--- config.mk ---
export PLATFORM = sky130hd
export DESIGN_NAME = adc_readout_port
export DESIGN_NICKNAME = d
export VERILOG_FILES = /design/src/rtl/readout_pkg.sv /design/src/rtl/edge_sync.sv /design/src/rtl/result_holder.sv /design/src/rtl/frame_shifter.sv /design/src/rtl/adc_readout_port.sv
export SDC_FILE = /design/constraint.sdc
export NUM_CORES = 1
export LEC_CHECK = 0
export BUFFER_PORTS_ARGS = -buffer_cell sky130_fd_sc_hd__buf_2
export CELL_PAD_IN_SITES_DETAIL_PLACEMENT = 2
export CELL_PAD_IN_SITES_GLOBAL_PLACEMENT = 2
export CORE_MARGIN = 1
export CORE_UTILIZATION = 41
export DETAILED_ROUTE_END_ITERATION = 8
export GPL_TIMING_DRIVEN = 1
export HOLD_SLACK_MARGIN = 0.12
export PLACE_DENSITY = 0.76
export SLEW_MARGIN = 20
export SYNTH_ARGS = -nofsm -noshare
export SYNTH_HDL_FRONTEND = slang
export SYNTH_SLANG_ARGS = --single-unit
--- constraint.sdc ---
create_clock -name clk -period 2.4 [get_ports clk]
set_clock_uncertainty 0.1 [all_clocks]
set_input_delay 0.12 -clock clk [delete_from_list [all_inputs] [get_ports clk]]
set_output_delay 0.12 -clock clk [all_outputs]
set_load 0.05 [all_outputs]
--- src/rtl/readout_pkg.sv ---
package readout_pkg;
  // Synchronized view of one external signal.
  typedef struct packed {
    logic level;
    logic rise;
    logic fall;
  } edge_ev_t;

  localparam int DEF_ADDR_W = 3;
  localparam int DEF_RES_W  = 12;
  localparam int DEF_SYNC   = 2;
endpackage

--- src/rtl/edge_sync.sv ---
module edge_sync
  import readout_pkg::*;
#(
  parameter int   STAGES  = 2,
  parameter logic RST_VAL = 1'b0
) (
  input  logic     clk,
  input  logic     rst_n,
  input  logic     async_in,
  output edge_ev_t ev
);
  logic [STAGES-1:0] chain;
  logic              prev;

  always_ff @(posedge clk or negedge rst_n) begin
    if (!rst_n) begin
      chain <= {STAGES{RST_VAL}};
      prev  <= RST_VAL;
    end else begin
      chain <= {chain[STAGES-2:0], async_in};
      prev  <= chain[STAGES-1];
    end
  end

  assign ev.level = chain[STAGES-1];
  assign ev.rise  = chain[STAGES-1] & ~prev;
  assign ev.fall  = ~chain[STAGES-1] & prev;
endmodule

--- src/rtl/result_holder.sv ---
module result_holder #(
  parameter int RES_W = 12
) (
  input  logic             clk,
  input  logic             rst_n,
  input  logic             busy,
  input  logic             read_end,
  input  logic             conv_done,
  input  logic [RES_W-1:0] conv_result,
  output logic [RES_W-1:0] out_reg
);
  logic             pend_vld;
  logic [RES_W-1:0] pend_val;

  // Named events for the checks below.
  wire defer_ev = conv_done & busy;
  wire apply_ev = read_end & pend_vld & ~conv_done;

  always_ff @(posedge clk or negedge rst_n) begin
    if (!rst_n) begin
      out_reg  <= '0;
      pend_vld <= 1'b0;
      pend_val <= '0;
    end else if (conv_done) begin
      if (busy) begin
        pend_vld <= 1'b1;
        pend_val <= conv_result;
      end else begin
        out_reg  <= conv_result;
        pend_vld <= 1'b0;
      end
    end else if (apply_ev) begin
      out_reg  <= pend_val;
      pend_vld <= 1'b0;
    end
  end


  out_frozen_in_read_chk: assert property (@(posedge clk) disable iff (!rst_n)
    !$stable(out_reg) |-> $past(!busy));


  held_value_tracks_newest_chk: assert property (@(posedge clk) disable iff (!rst_n)
    defer_ev |=> (pend_vld && pend_val == $past(conv_result)));
endmodule

--- src/rtl/frame_shifter.sv ---
module frame_shifter
  import readout_pkg::*;
#(
  parameter int ADDR_W = 3,
  parameter int RES_W  = 12
) (
  input  logic              clk,
  input  logic              rst_n,
  input  edge_ev_t          sclk_ev,
  input  edge_ev_t          strb_ev,
  input  logic [ADDR_W-1:0] addr,
  input  logic [RES_W-1:0]  result,
  output logic              sdo,
  output logic              sdo_oe
);
  localparam int FRAME_W = 1 + ADDR_W + RES_W;
  localparam int CNT_W   = $clog2(FRAME_W + 1);
  localparam logic [CNT_W-1:0] LAST = CNT_W'(FRAME_W);

  function automatic logic [FRAME_W-1:0] pack_frame(
    input logic [ADDR_W-1:0] a, input logic [RES_W-1:0] r);
    return {1'b0, a, r};
  endfunction

  logic [FRAME_W-1:0] shreg;
  logic [CNT_W-1:0]   sent;
  logic               active;
  logic               oe_q;

  // Named events.
  wire frame_fall = strb_ev.fall;
  wire frame_rise = strb_ev.rise;
  wire lead_now   = frame_fall & sclk_ev.level;
  wire step_ev    = active & sclk_ev.rise & ~frame_rise & ~frame_fall;
  wire first_ev   = step_ev & (sent == '0);
  wire adv_ev     = step_ev & (sent != '0) & (sent != LAST);
  wire done_rel   = step_ev & (sent == LAST);

  always_ff @(posedge clk or negedge rst_n) begin
    if (!rst_n) begin
      shreg  <= '0;
      sent   <= '0;
      active <= 1'b0;
      oe_q   <= 1'b0;
    end else if (frame_rise) begin
      active <= 1'b0;
      oe_q   <= 1'b0;
      sent   <= '0;
    end else if (frame_fall) begin
      shreg  <= pack_frame(addr, result);
      active <= 1'b1;
      oe_q   <= lead_now;
      sent   <= lead_now ? CNT_W'(1) : '0;
    end else if (first_ev) begin
      oe_q <= 1'b1;
      sent <= CNT_W'(1);
    end else if (adv_ev) begin
      shreg <= shreg << 1;
      sent  <= sent + CNT_W'(1);
    end else if (done_rel) begin
      oe_q <= 1'b0;
    end
  end

  assign sdo_oe = oe_q;
  assign sdo    = oe_q & shreg[FRAME_W-1];


  lead_bit_zero_chk: assert property (@(posedge clk) disable iff (!rst_n)
    $rose(sdo_oe) |-> !sdo);


  lead_on_strobe_chk: assert property (@(posedge clk) disable iff (!rst_n)
    lead_now |=> (sdo_oe && !sdo));


  lead_waits_clock_chk: assert property (@(posedge clk) disable iff (!rst_n)
    (frame_fall && !sclk_ev.level) |=> !sdo_oe);


  data_moves_on_rise_chk: assert property (@(posedge clk) disable iff (!rst_n)
    (sdo_oe && $past(sdo_oe) && sdo != $past(sdo)) |-> $past(sclk_ev.rise));


  data_still_at_fall_chk: assert property (@(posedge clk) disable iff (!rst_n)
    (sclk_ev.fall && sdo_oe && $past(sdo_oe)) |-> $stable(sdo));


  release_on_strobe_chk: assert property (@(posedge clk) disable iff (!rst_n)
    frame_rise |=> !sdo_oe);


  release_on_clock_chk: assert property (@(posedge clk) disable iff (!rst_n)
    done_rel |=> !sdo_oe);
endmodule

--- src/rtl/adc_readout_port.sv ---
module adc_readout_port
  import readout_pkg::*;
#(
  parameter int ADDR_W      = DEF_ADDR_W,
  parameter int RES_W       = DEF_RES_W,
  parameter int SYNC_STAGES = DEF_SYNC
) (
  input  logic              clk,
  input  logic              rst_n,
  input  logic              sclk_in,
  input  logic              frame_n_in,
  input  logic [ADDR_W-1:0] chan_addr,
  input  logic              conv_done,
  input  logic [RES_W-1:0]  conv_result,
  output logic              sdo,
  output logic              sdo_oe
);
  localparam int          N_IN  = 2;
  localparam logic [1:0]  RST_V = 2'b10; // index 0: clock idles low, 1: strobe idles high

  logic [N_IN-1:0] raw_in;
  edge_ev_t        ev [N_IN];
  logic [RES_W-1:0] held_result;

  assign raw_in = {frame_n_in, sclk_in};

  for (genvar g = 0; g < N_IN; g++) begin : g_sync
    edge_sync #(.STAGES(SYNC_STAGES), .RST_VAL(RST_V[g])) i_sync (
      .clk      (clk),
      .rst_n    (rst_n),
      .async_in (raw_in[g]),
      .ev       (ev[g])
    );
  end

  result_holder #(.RES_W(RES_W)) i_hold (
    .clk         (clk),
    .rst_n       (rst_n),
    .busy        (~ev[1].level),
    .read_end    (ev[1].rise),
    .conv_done   (conv_done),
    .conv_result (conv_result),
    .out_reg     (held_result)
  );

  frame_shifter #(.ADDR_W(ADDR_W), .RES_W(RES_W)) i_shift (
    .clk     (clk),
    .rst_n   (rst_n),
    .sclk_ev (ev[0]),
    .strb_ev (ev[1]),
    .addr    (chan_addr),
    .result  (held_result),
    .sdo     (sdo),
    .sdo_oe  (sdo_oe)
  );
endmodule

==> impl_summary.md <==
Worst setup path
The family with the most delay on the worst path is simple AND/OR/NAND/NOR gates. The kind of start point of the critical path is a register. The worst setup path is captured at a register. Among the stages of the critical path, the cell type that occurs most often is or2_2.

For this run, the slowest stage of the critical path takes around 0.58 ns. The highest net fanout along the worst path is 5. The combined buffer and inverter count along the critical path is 1. The critical path start-end classification is register to register. For the worst setup path, the data required time is 2.51 ns.

The signal on the critical path passes through inv_1 > ha_1 > or2_2 > or2_2 > o21ai_1 > mux2_2. The worst-path cell with the longest stage delay is dfstp_2. STA puts the critical path data arrival time at roughly 2.4 ns.

Route
The number of routed nets with antenna violations is 0. Summing over every cut layer, the via total after detailed routing is 1693. The detailed-route DRC error count is 0. For this block, the routed nets add up to around 6000 um of wire. The number of DRC violations after detailed-routing iteration 0 is 53. The post-detailed-route via-to-cell ratio is 5.31. The detailed-router iteration count before antenna repair is 4. The average wire length per cell after detail routing is 18.7 um.

Finish
The register with the most flip-flops in the layout has 16 of them. The filler cells instantiated in the layout total 570. The diode insertion count for antenna repair is 0.

Cells with a size suffix above 1 make up ~36% of the layout. The utilization after layout is ~51%. The area growth from synthesis to layout is 19.7%. For this run, the post-layout net count is 267. Summing all non-filler instances in the final layout gives an area of 3020 um2.

STA
In the finished design, the share of the clock period the worst path needs comes to a little over nine tenths. The transition time at the pin with the least slew margin is 0.645 ns. The final setup violation count is 0. The headroom to the max-slew limit is 57.0%. Derived from the worst setup path, the maximum achievable clock frequency is 0.443 GHz. In the final timing run, aggregate negative setup slack is 0 ns.

Setup repair after global routing left no endpoint under its margin. The number of slew-limit violations in the final report is 0. The final critical delay including setup and external delays is 2.26 ns. The final number of hold-violating endpoints was 0.

Global route
For this run, global-route usage on met3 was measured as under 10%. The met1 track demand over resource is 25.3%. met2 is the most crowded layer. The initial antenna violation count is 0. The first global-routing pass estimated 9900 um of wire. The total congestion overflow is 0. The met2 demand-to-capacity share in global routing is 37.9%. The overall fraction of global-route tracks in use is 21.1%. The pin count of the biggest net entering global routing is 28.

The via count of the first global-routing pass is 1900.

Place
Input and output buffers added on the ports amount to 21. The post-placement cell area is 2730 um2. Routability-driven placement finished with a final weighted congestion of 0.726. Detailed placement ended at an HPWL of 3960 um.

Floorplan
The core box area is 5920 um2. The number of top-level design ports is 22. The die height is ~80 um. The die covers 6470 um2.

The initial core utilization is around 43%. Measured along the x axis, the die boundary spans 80.4 um. In this run the core area contains 28 standard-cell rows.

Clock network
The clock tree synthesis step divided the H-tree into 2 levels. The clock sink count is 54. For the worst-skew pair, the clock arrives at the later sink with an insertion delay of just over 0.3 ns. The CTS tree is built. The number of buffers added for setup after CTS is 0. In this run, CTS created clock tree buffers numbering 5. The largest buffer count on any clock path is 2. The tree is rooted in a clkbuf_8. Clock-pin slew was measured on the worst setup and hold paths at 0.10 ns.

Logic synthesis
Counting every instance in the synthesized netlist gives 198. In this run, synthesis inferred 0 flip-flops with an integrated enable. Of the post-synthesis cell area, the dominant cell type holds around half. The most used flip-flop cell after synthesis is dfrtp_1. In the post-synthesis netlist, the biggest area contributors are dfrtp_1 (51%), mux2_2 (13%), mux2i_1 (5.6%), mux2_4 (5.4%), dfstp_2 (3.1%). The flip-flop and latch count after synthesis is 54. After synthesis, the mean cell area works out to 12.7 um2.

The proportion of synthesized chip area in sequential cells is between 50% and 60%. For this run, the number of Yosys warnings is 0. Of all cell types, the one taking the most synthesized area is dfrtp_1. The number of distinct standard cells referenced by the synthesized netlist is 39. In the synthesized netlist the async set-or-reset flop fraction comes to between 90% and 100%.

After synthesis the cells add up to 2520 um2. The number of nets in the synthesized netlist is 222.

Pwr
The static leakage is 0.00135 uW. In this run the power density over the cells is 872 nW/um2. The worst-case IR drop observed on VDD is 413 uV.

Run
Across the run, the number of max-cap violations was 0.

Worst hold path
The type of the most critical hold path is primary input to asynchronous set/reset pin.

Outcome
The flow ran to the end, and the final reports show no timing, DRC or antenna violations.
-- path summary, 6_finish.rpt --
path                                      startpoint                         to  slack (ns)  cells after the start
setup / recovery           g_sync[1].i_sync.chain[1]             i_shift.sdo_oe        0.14                      6
hold / removal                                 rst_n            i_shift.sent[2]        0.25                      2
setup reg to reg           g_sync[1].i_sync.chain[1]             i_shift.sdo_oe        0.14                      6
hold reg to reg            g_sync[1].i_sync.chain[0]  g_sync[1].i_sync.chain[1]        0.27                      0
max in group asynchronous                      rst_n  g_sync[1].i_sync.chain[1]        1.23                      3
min in group clk           g_sync[1].i_sync.chain[0]  g_sync[1].i_sync.chain[1]        0.27                      0
-- synth_stat cells, types with 3 or more instances --
master	count
inv_1	7
nor2_1	14
o21ai_0	7
mux2i_1	14
mux2_2	30
a21oi_1	13
mux2_4	9
nand2_1	6
dfrtp_1	51
clkbuf_1	4
dfstp_2	3
nand3_1	3
ha_1	4
-- cells by family after synthesis --
group	synth area share, %
flops	53.7
fa+ha+maj	1.98
compound gates	8.98
buf+inv	3.13
mux	24.3
simple gates	7.89
-- layout by cell type, fill, tap and decap left out, types with 2 or more instances in the layout --
master	n
o21ai_1	2
a21o_1	2
buf_4	8
ha_1	4
clkbuf_8	5
dfrtp_1	51
or2_2	2
mux2i_1	14
o31ai_1	2
a21oi_1	13
o21ai_0	6
nor2_1	14
dlygate4sd3_1	18
dfstp_2	3
nand3b_1	2
inv_1	7
buf_2	21
mux2_4	9
mux2_2	30
a31oi_1	2
nand3_1	3
nand2_1	6
-- worst register-to-register path, delay by kind of cell (launching register included) --
family	cells	cell delay (ns)
AND/OR/NAND/NOR	2	0.72
flip-flops	1	0.58
multiplexers	1	0.35
adder cells (fa/ha/maj)	1	0.21
AO/OA/AOI/OAI	1	0.15
buffers and inverters	1	0.05
-- layout make-up --
cell class | instances | area (um2) | area share [%]
clock buffer | 6 | 72.6 | 2.40
timing repair buffer | 47 | 345 | 11.4
inverter | 7 | 26.3 | 0.870
tap | 75 | 93.8 | 3.11
clock inverter | 2 | 37.5 | 1.24
multi-input combinational | 128 | 1090 | 36.1
sequential | 54 | 1360 | 44.9
-- routing by layer --
layer	vias to the layer above	wire length, um
met1	873	2590
li1	793	-
met4	0	78
met5	-	0
met2	22	3150
met3	5	130
-- what timing repair did --
action,4_1_cts,5_1_grt
hold buffers,18,0
gates resized for setup,0,1
hold endpoints to repair,54,0
setup endpoints to repair,0,1
-- report_power, final --
part           switching, uW  internal (uW)  leakage (uW)  total [uW]
sequential               164           1150      0.000632        1310
combinational            296            404      0.000666         700
clock                    307            312     0.0000514         619
total                    768           1860       0.00135        2630
-- per-stage QoR --
stage | cells | total power, uW | worst slack (ns) | hold WS [ns]
floorplan | 198 | 1800 | 0.205 | -0.276
global placement | 293 | 1930 | 0.207 | 0.0599
detailed placement | 293 | 1990 | 0.135 | 0.0797
CTS | 319 | 2640 | 0.0955 | 0.271
global route | 319 | 2780 | 0.0414 | 0.279
finish | 319 | 2630 | 0.142 | 0.252
(Power assumes the default switching activity.)
